### config.mk
export PLATFORM = sky130hd
export DESIGN_NAME = audio_clkgen
export DESIGN_NICKNAME = d
export VERILOG_FILES = /design/src/rtl/audio_clkgen.sv
export SDC_FILE = /design/constraint.sdc
export NUM_CORES = 1
export LEC_CHECK = 0
export BUFFER_PORTS_ARGS = -buffer_cell sky130_fd_sc_hd__clkbuf_2
export CORE_UTILIZATION = 35
export DETAILED_ROUTE_END_ITERATION = 10
export PLACE_DENSITY_LB_ADDON = 0.25
export RECOVER_POWER = 100
export SLEW_MARGIN = 10
export SYNTH_ARGS = -nofsm -noshare
export SYNTH_HDL_FRONTEND = slang
export SYNTH_SLANG_ARGS = --single-unit
### constraint.sdc
create_clock -name clk -period 8.9 [get_ports clk]
set_input_delay 1.78 -clock clk [delete_from_list [all_inputs] [get_ports clk]]
set_output_delay 1.78 -clock clk [all_outputs]
set_load 0.1 [all_outputs]
### src/rtl/audio_clkgen.sv
module audio_clkgen #(
  parameter int DIV_W = 8
) (
  input  logic             clk,
  input  logic             rst_n,
  input  logic             tx_mclk_tick,
  input  logic             rx_mclk_tick,
  input  logic             cfg_slave,
  input  logic             cfg_bclk_inv,
  input  logic [1:0]       cfg_share,
  input  logic [DIV_W-1:0] cfg_tx_bdiv,
  input  logic [DIV_W-1:0] cfg_rx_bdiv,
  input  logic [DIV_W-1:0] cfg_tx_fdiv,
  input  logic [DIV_W-1:0] cfg_rx_fdiv,
  input  logic             cfg_tx_lrinv,
  input  logic             cfg_rx_lrinv,
  input  logic             ext_tx_bclk,
  input  logic             ext_tx_lrck,
  input  logic             ext_rx_bclk,
  input  logic             ext_rx_lrck,
  output logic             tx_bclk,
  output logic             tx_lrck,
  output logic             rx_bclk,
  output logic             rx_lrck
);

  localparam int CW = DIV_W + 1;
  localparam logic [CW-1:0] MIN_RATIO = CW'(2);
  localparam logic [1:0] SHARE_TX = 2'd1;
  localparam logic [1:0] SHARE_RX = 2'd2;

  logic [1:0]            tick_v;
  logic [1:0][DIV_W-1:0] bdiv_in;
  logic [1:0][DIV_W-1:0] fdiv_in;
  logic [1:0]            int_b;
  logic [1:0]            int_l;
  logic [1:0]            src_b;
  logic [1:0]            src_l;

  assign tick_v  = {rx_mclk_tick, tx_mclk_tick};
  assign bdiv_in = {cfg_rx_bdiv, cfg_tx_bdiv};
  assign fdiv_in = {cfg_rx_fdiv, cfg_tx_fdiv};

  for (genvar d = 0; d < 2; d++) begin : g_dir
    logic [DIV_W-1:0] bdiv_q, fdiv_q, mcnt, bcnt;
    logic             bclk_q, lr_q, armed;
    logic [CW-1:0]    ratio, last, lowlen, hbits, hlast, mcnt_n;
    logic             bit_end, half_end;

    assign ratio    = (bdiv_q == '0) ? MIN_RATIO : {1'b0, bdiv_q} + CW'(1);
    assign last     = ratio - CW'(1);
    assign lowlen   = (ratio + CW'(1)) >> 1;
    assign hbits    = ({1'b0, fdiv_q} + CW'(1)) >> 1;
    assign hlast    = (hbits == '0) ? '0 : hbits - CW'(1);
    assign bit_end  = ({1'b0, mcnt} == last);
    assign half_end = bit_end && ({1'b0, bcnt} == hlast);
    assign mcnt_n   = bit_end ? '0 : {1'b0, mcnt} + CW'(1);

    always_ff @(posedge clk or negedge rst_n) begin
      if (!rst_n) begin
        bdiv_q <= '0;
        fdiv_q <= '0;
        mcnt   <= '0;
        bcnt   <= '0;
        bclk_q <= 1'b0;
        lr_q   <= 1'b0;
        armed  <= 1'b0;
      end else if (cfg_slave) begin
        mcnt   <= '0;
        bcnt   <= '0;
        bclk_q <= 1'b0;
        lr_q   <= 1'b0;
        armed  <= 1'b0;
      end else if (tick_v[d]) begin
        if (!armed) begin
          armed  <= 1'b1;
          bdiv_q <= bdiv_in[d];
          fdiv_q <= fdiv_in[d];
        end else begin
          mcnt   <= mcnt_n[DIV_W-1:0];
          bclk_q <= (mcnt_n >= lowlen);
          if (half_end) begin
            bcnt <= '0;
            lr_q <= ~lr_q;
            if (lr_q) begin
              bdiv_q <= bdiv_in[d];
              fdiv_q <= fdiv_in[d];
            end
          end else if (bit_end) begin
            bcnt <= bcnt + DIV_W'(1);
          end
        end
      end
    end

    assign int_b[d] = bclk_q;
    assign int_l[d] = lr_q;
  end

  assign src_b = cfg_slave ? {ext_rx_bclk, ext_tx_bclk} : int_b;
  assign src_l = cfg_slave ? {ext_rx_lrck, ext_tx_lrck} : int_l;

  logic tx_sel, rx_sel;
  assign tx_sel = (cfg_share == SHARE_RX);
  assign rx_sel = (cfg_share != SHARE_TX);

  assign tx_bclk = src_b[tx_sel] ^ cfg_bclk_inv;
  assign rx_bclk = src_b[rx_sel] ^ cfg_bclk_inv;
  assign tx_lrck = src_l[tx_sel] ^ cfg_tx_lrinv;
  assign rx_lrck = src_l[rx_sel] ^ cfg_rx_lrinv;

endmodule

* Word-level counts from Yosys, hierarchy flattened
Index checks and enable logic that the tools add are counted.
Cells by class: $add $sub $neg 14, order comparisons 4, equal/unequal tests 10, mux-type cells 62, bitwise gates (word level) 7, reductions and logical operators 22
Operators by type and width (count):
- 2-to-1 mux 8 bit | 28
- adder 8 x 1 -> 9 bit, second input constant | 6
- 2-to-1 mux 9 bit | 6
- equality test 8 x 9 -> 1 bit | 4
- 2-to-1 mux 1 bit | 26
- adder 9 x 1 -> 9 bit, second input constant | 2
- >= comparator 9 x 8 -> 1 bit | 2
- logical NOT 9 bit | 2
- subtractor 8 x 1 -> 9 bit, second input constant | 2
- subtractor 9 x 1 -> 9 bit, second input constant | 2
- adder 8 x 1 -> 8 bit, second input constant | 2
- logical NOT 8 bit | 2
- AND reduction 3 bit | 4
- nonzero test 2 bit | 6
- AND reduction 4 bit | 2
- != test 2 x 1 -> 1 bit, second input constant | 3
- nonzero test 3 bit | 2
- < comparator 1 x 2 -> 1 bit, second input constant | 2
- 2-to-1 mux 2 bit | 2
- != test 2 bit, second input constant | 2
- AND reduction 2 bit | 2
- bitwise XOR 1 bit | 4
- NOT 1 bit | 3
- equality test 2 bit, second input constant | 1
- logical AND 1 bit | 2
Storage, ports and cells: flip-flop bits (word level) 70, input bits 46, word-level logic and storage cells 133

* Longest topological paths before layout
word-level depth 9, depth in mapped cells 25, mapped depth without buffers 20

* Least setup slack after synthesis
OpenSTA, ideal clock, no wires.
path kind input-to-output, start point in cfg_slave, end point out rx_bclk, data arrival time 3895 ps, data required time 7120 ps, slack 3225 ps, cell stages on the path 4, cells stage by stage clkbuf_1 -> mux2i_1 -> mux2i_1 -> xor2_1
On the way: cells in the longest elaborated chain, start to end 4
Ends and longest elaborated chain:
- start: declaration | RTL line 8 | input logic cfg_slave,
- 2-to-1 mux 2 bit | RTL line 100 | assign src_b = cfg_slave ? {ext_rx_bclk, ext_tx_bclk} : int_b;
- 2-to-1 mux 1 bit (implied by the code) (2 in a row) | RTL line 108 | assign rx_bclk = src_b[rx_sel] ^ cfg_bclk_inv;
- bitwise XOR 1 bit | RTL line 108
- end: declaration | RTL line 23 | output logic rx_bclk,
No other way between the ends. The select of a mux whose other input is x is not followed.

* Worst setup path after layout
start point in cfg_slave, end point out tx_lrck
On the way: cells in the longest elaborated chain, start to end 4
Ends and longest elaborated chain:
- 2-to-1 mux 2 bit | RTL line 101 | assign src_l = cfg_slave ? {ext_rx_lrck, ext_tx_lrck} : int_l;
- 2-to-1 mux 1 bit (implied by the code) (2 in a row) | RTL line 109 | assign tx_lrck = src_l[tx_sel] ^ cfg_tx_lrinv;
- bitwise XOR 1 bit | RTL line 109
- end: declaration | RTL line 22 | output logic tx_lrck,
No other way between the ends. The select of a mux whose other input is x is not followed.

==> results.py <==
metrics = {
    "cells_and_area": {
        "final_area_mm2": 0.00716,
        "areaGrowthSynthToFinish_pct": 8.02,
        "layout-drive-gt1-share_pct": 14.0,
        "num_antenna_cells": 0,
        "num-fill-cells": 1868,
        "final_nets": 859,
        "final_cells": 1015,
    },
    "worst_setup_path": {
        "critPathSlowestCell": "clkbuf_1",
        "worst-path-stages": 6,
        "crit_family": "buffers and inverters",
        "path_cells": "clkbuf_2, clkbuf_1, mux2i_1, mux2i_1, xor2_1, clkbuf_1",
        "rr_startpoint": "g_dir[1].bdiv_q[0]",
        "r2r_end": "g_dir[1].bdiv_q[6]",
        "crit_buf_inv": 3,
        "path_max_fanout": 38,
        "end_kind": "output port",
        "setup.worst_path.class": "primary input to output port",
        "rrSetupSlack_ns": 3.19,
        "cpPeakStageDelay_ns": 1.34,
        "cp-start-kind": "primary input",
        "required_ns": 7.12,
        "arrival_ns": 4.83,
        "worst_r2r_path_depth": 11,
    },
    "clock_network": {
        "worstSkewPairLatency_ns": 0.34,
        "root_buffer": "clkbuf_16",
        "cts.sinks": 70,
        "holdBufCountCts": 0,
        "cts_setup_buffers": 0,
        "cts_made_buffers": 9,
        "cts_tree": "yes",
        "clk_path_buf_depth": 2,
        "htreeDepth": 3,
        "path_clk_slew_ns": 0.06,
        "post_cts_resized": 0,
    },
    "floorplan": {
        "floorplan.core_area_mm2": 0.0183,
        "die_y_um": 140,
        "dieWidth_um": 140,
        "die-area_mm2": 0.0195,
        "ios": 50,
        "start_util_pct": 36.3,
        "num_rows": 49,
    },
    "placement": {
        "post-place-cells": 999,
        "hpwlAfterDp_um": 10900,
        "gp_congestion": 0.845,
        "postPlaceCellArea_mm2": 0.00693,
        "io_buffers": 49,
    },
    "sta": {
        "rsz0062_at_grt": "no",
        "fin_crit_sh_pct": 74.2,
        "fin_setup_tns_ns": 0,
        "finalHoldViolCount": 0,
        "max_clock_freq_mhz": 151,
        "whs_ns": 0.549,
        "drv_slew": 144,
        "finalClockSkew_ns": 0.00777,
        "max-slew-margin-rel_pct": -152,
        "min_period_ns": 6.61,
        "worstMarginPinSlew_ns": 3.78,
        "finalSetupViolations": 0,
    },
    "power_and_ir_drop": {
        "power_density_mw_per_mm2": 178,
        "p_leak_uw": 0.00297,
        "peakVddDrop_mv": 0.0939,
    },
    "global_route": {
        "grt_start_max_net_pins": 71,
        "grtUsageTotal_pct": 16.5,
        "busiest_layer": "met2",
        "grt_pass1_vias": 5260,
        "grt_pass1_wl_um": 26400,
        "grt_util_met3_pct": 2.75,
        "grt_use_met1_pct": 23.2,
        "grt_util_met2_pct": 26.1,
        "grt_overflow": 0,
        "grt_antenna_before_repair": 0,
    },
    "synthesis": {
        "synth_area_per_cell_um2": 8.59,
        "ys.flop_type": "dfrtp_1",
        "synth_cell_types": 82,
        "synthCells": 772,
        "synthArstFlopShare_pct": 100,
        "synth-seq-cells": 70,
        "synthesis.nets": 850,
        "yosys_warnings": 0,
        "syn_area_mm2": 0.00663,
        "yosysSeqAreaShare_pct": 26.4,
        "synth-edff-count": 0,
    },
    "worst_hold_path": {
        "hp-class": "register to register",
        "min_path_cells": 2,
        "min_to": "g_dir[1].armed",
        "hold_start": "g_dir[1].armed",
    },
    "drt": {
        "avgRoutedWirePerCell_um": 14.9,
        "via_count": 5577,
        "drt_iter0_markers": 266,
        "firstDrtPassIters": 4,
        "ant_nets": 0,
        "drt-total-wl_um": 15100,
        "vias_per_cell": 5.49,
        "drc": 0,
    },
    "status": {
        "violations": "capacitance limit, slew limit",
        "outcome": "complete, but fails checks",
    },
    "job": {
        "maxCapViolations": 4,
    },
}
==> worst max-delay path by stage <==
stage               startpoint  endpoint  slack (ns)
global route         cfg_slave   tx_lrck        2.07
CTS                  cfg_slave   rx_lrck        3.79
floorplan            cfg_slave   rx_bclk        3.23
detailed placement   cfg_slave   rx_lrck        3.80
finish               cfg_slave   tx_lrck        2.29
global placement     cfg_slave   rx_lrck        3.84
==> cells by family (layout without fill, tap and decap cells) <==
kind of cell / count (synthesis) / after routing / share of synthesized area, %
compound gates: 171 / 171 / 18.1
flops: 70 / 70 / 26.4
mux: 47 / 47 / 8.28
buf+inv: 70 / 84 / 4.89
simple gates: 297 / 297 / 24.6
fa+ha+maj: 32 / 32 / 6.04
xor+xnor: 85 / 85 / 11.6
==> cell type report <==
class	instances	area [µm²]	area share, %
well taps	229	287	4.00
repair buffers	52	250	3.49
inverters	16	60.1	0.839
flip-flops and latches	70	1750	24.5
clock inverters	7	72.6	1.01
clock buffers	9	225	3.14
multi-input cells	632	4520	63.1
==> synth_stat cells (18+ instances only) <==
| library cell | instances | area share (%) |
|---|---|---|
| dfrtp_1 | 70 | 26 |
| nand2_1 | 57 | 3.2 |
| xnor2_1 | 52 | 6.9 |
| nand3_1 | 49 | 3.7 |
| nor2_1 | 45 | 2.5 |
| a21oi_1 | 42 | 3.2 |
| ha_1 | 32 | 6.0 |
| xor2_1 | 31 | 4.1 |
| clkbuf_1 | 30 | 1.7 |
| o21ai_0 | 30 | 2.3 |
| mux2_2 | 22 | 3.7 |
| and3_1 | 19 | 1.8 |
| nor3_1 | 19 | 1.4 |
| and2_1 | 18 | 1.7 |
==> registers in the layout (all words and copies together) (netlist names) <==
name / flops
g_dir.bcnt: 16
g_dir.bdiv_q: 16
g_dir.fdiv_q: 16
g_dir.mcnt: 16
g_dir.armed: 2
g_dir.bclk_q: 2
g_dir.lr_q: 2
==> per-stage QoR <==
stage	util [%]	power (µW)	worst slack, ns
after floorplan	-	825	3.23
after global placement	37.9	915	3.84
after detailed placement	37.9	918	3.80
after CTS	39.6	1290	3.79
after global routing	39.2	1370	2.07
final	39.2	1270	2.29
==> per-layer routing <==
metal  up-vias  share of wire [%]
li1       2852                  -
met1      2614                 52
met2       100                 45
met3        11                3.0
met4         0               0.89
met5         -                  0
==> layout by cell type (no fill, tap or decap), types with 5 or more instances in the layout <==
cell type,instances
ha_1,32
mux2_2,26
nor2b_1,10
nor4b_1,8
or3_1,7
and3_1,19
nand2b_1,13
a211oi_1,5
dfrtp_1,70
nand2_1,57
nor2_1,45
a21oi_1,43
and2_1,18
o311ai_0,5
o21a_1,7
clkbuf_16,9
nand4b_1,6
nand4_1,9
o31ai_1,5
mux2_4,6
nor3_1,19
nand3_1,49
a31oi_1,11
xnor2_1,52
xor2_1,31
o211ai_1,6
clkbuf_2,44
mux2i_1,14
o21ai_0,30
nor4_1,6
clkbuf_1,8
a21o_1,13
inv_1,16
==> worst min-delay path, cell delays in order (launching register included) <==
cell and delay [ns]:
dfrtp_1 0.37, nor2_1 0.06, nor2_1 0.08
==> power by group <==
group	leakage [µW]	switching [µW]	internal, µW
registers	0.000902	81.6	348
clock network	0.000142	148	217
logic	0.00193	257	222
total	0.00297	487	788
Power figures use the tool's default switching activity.
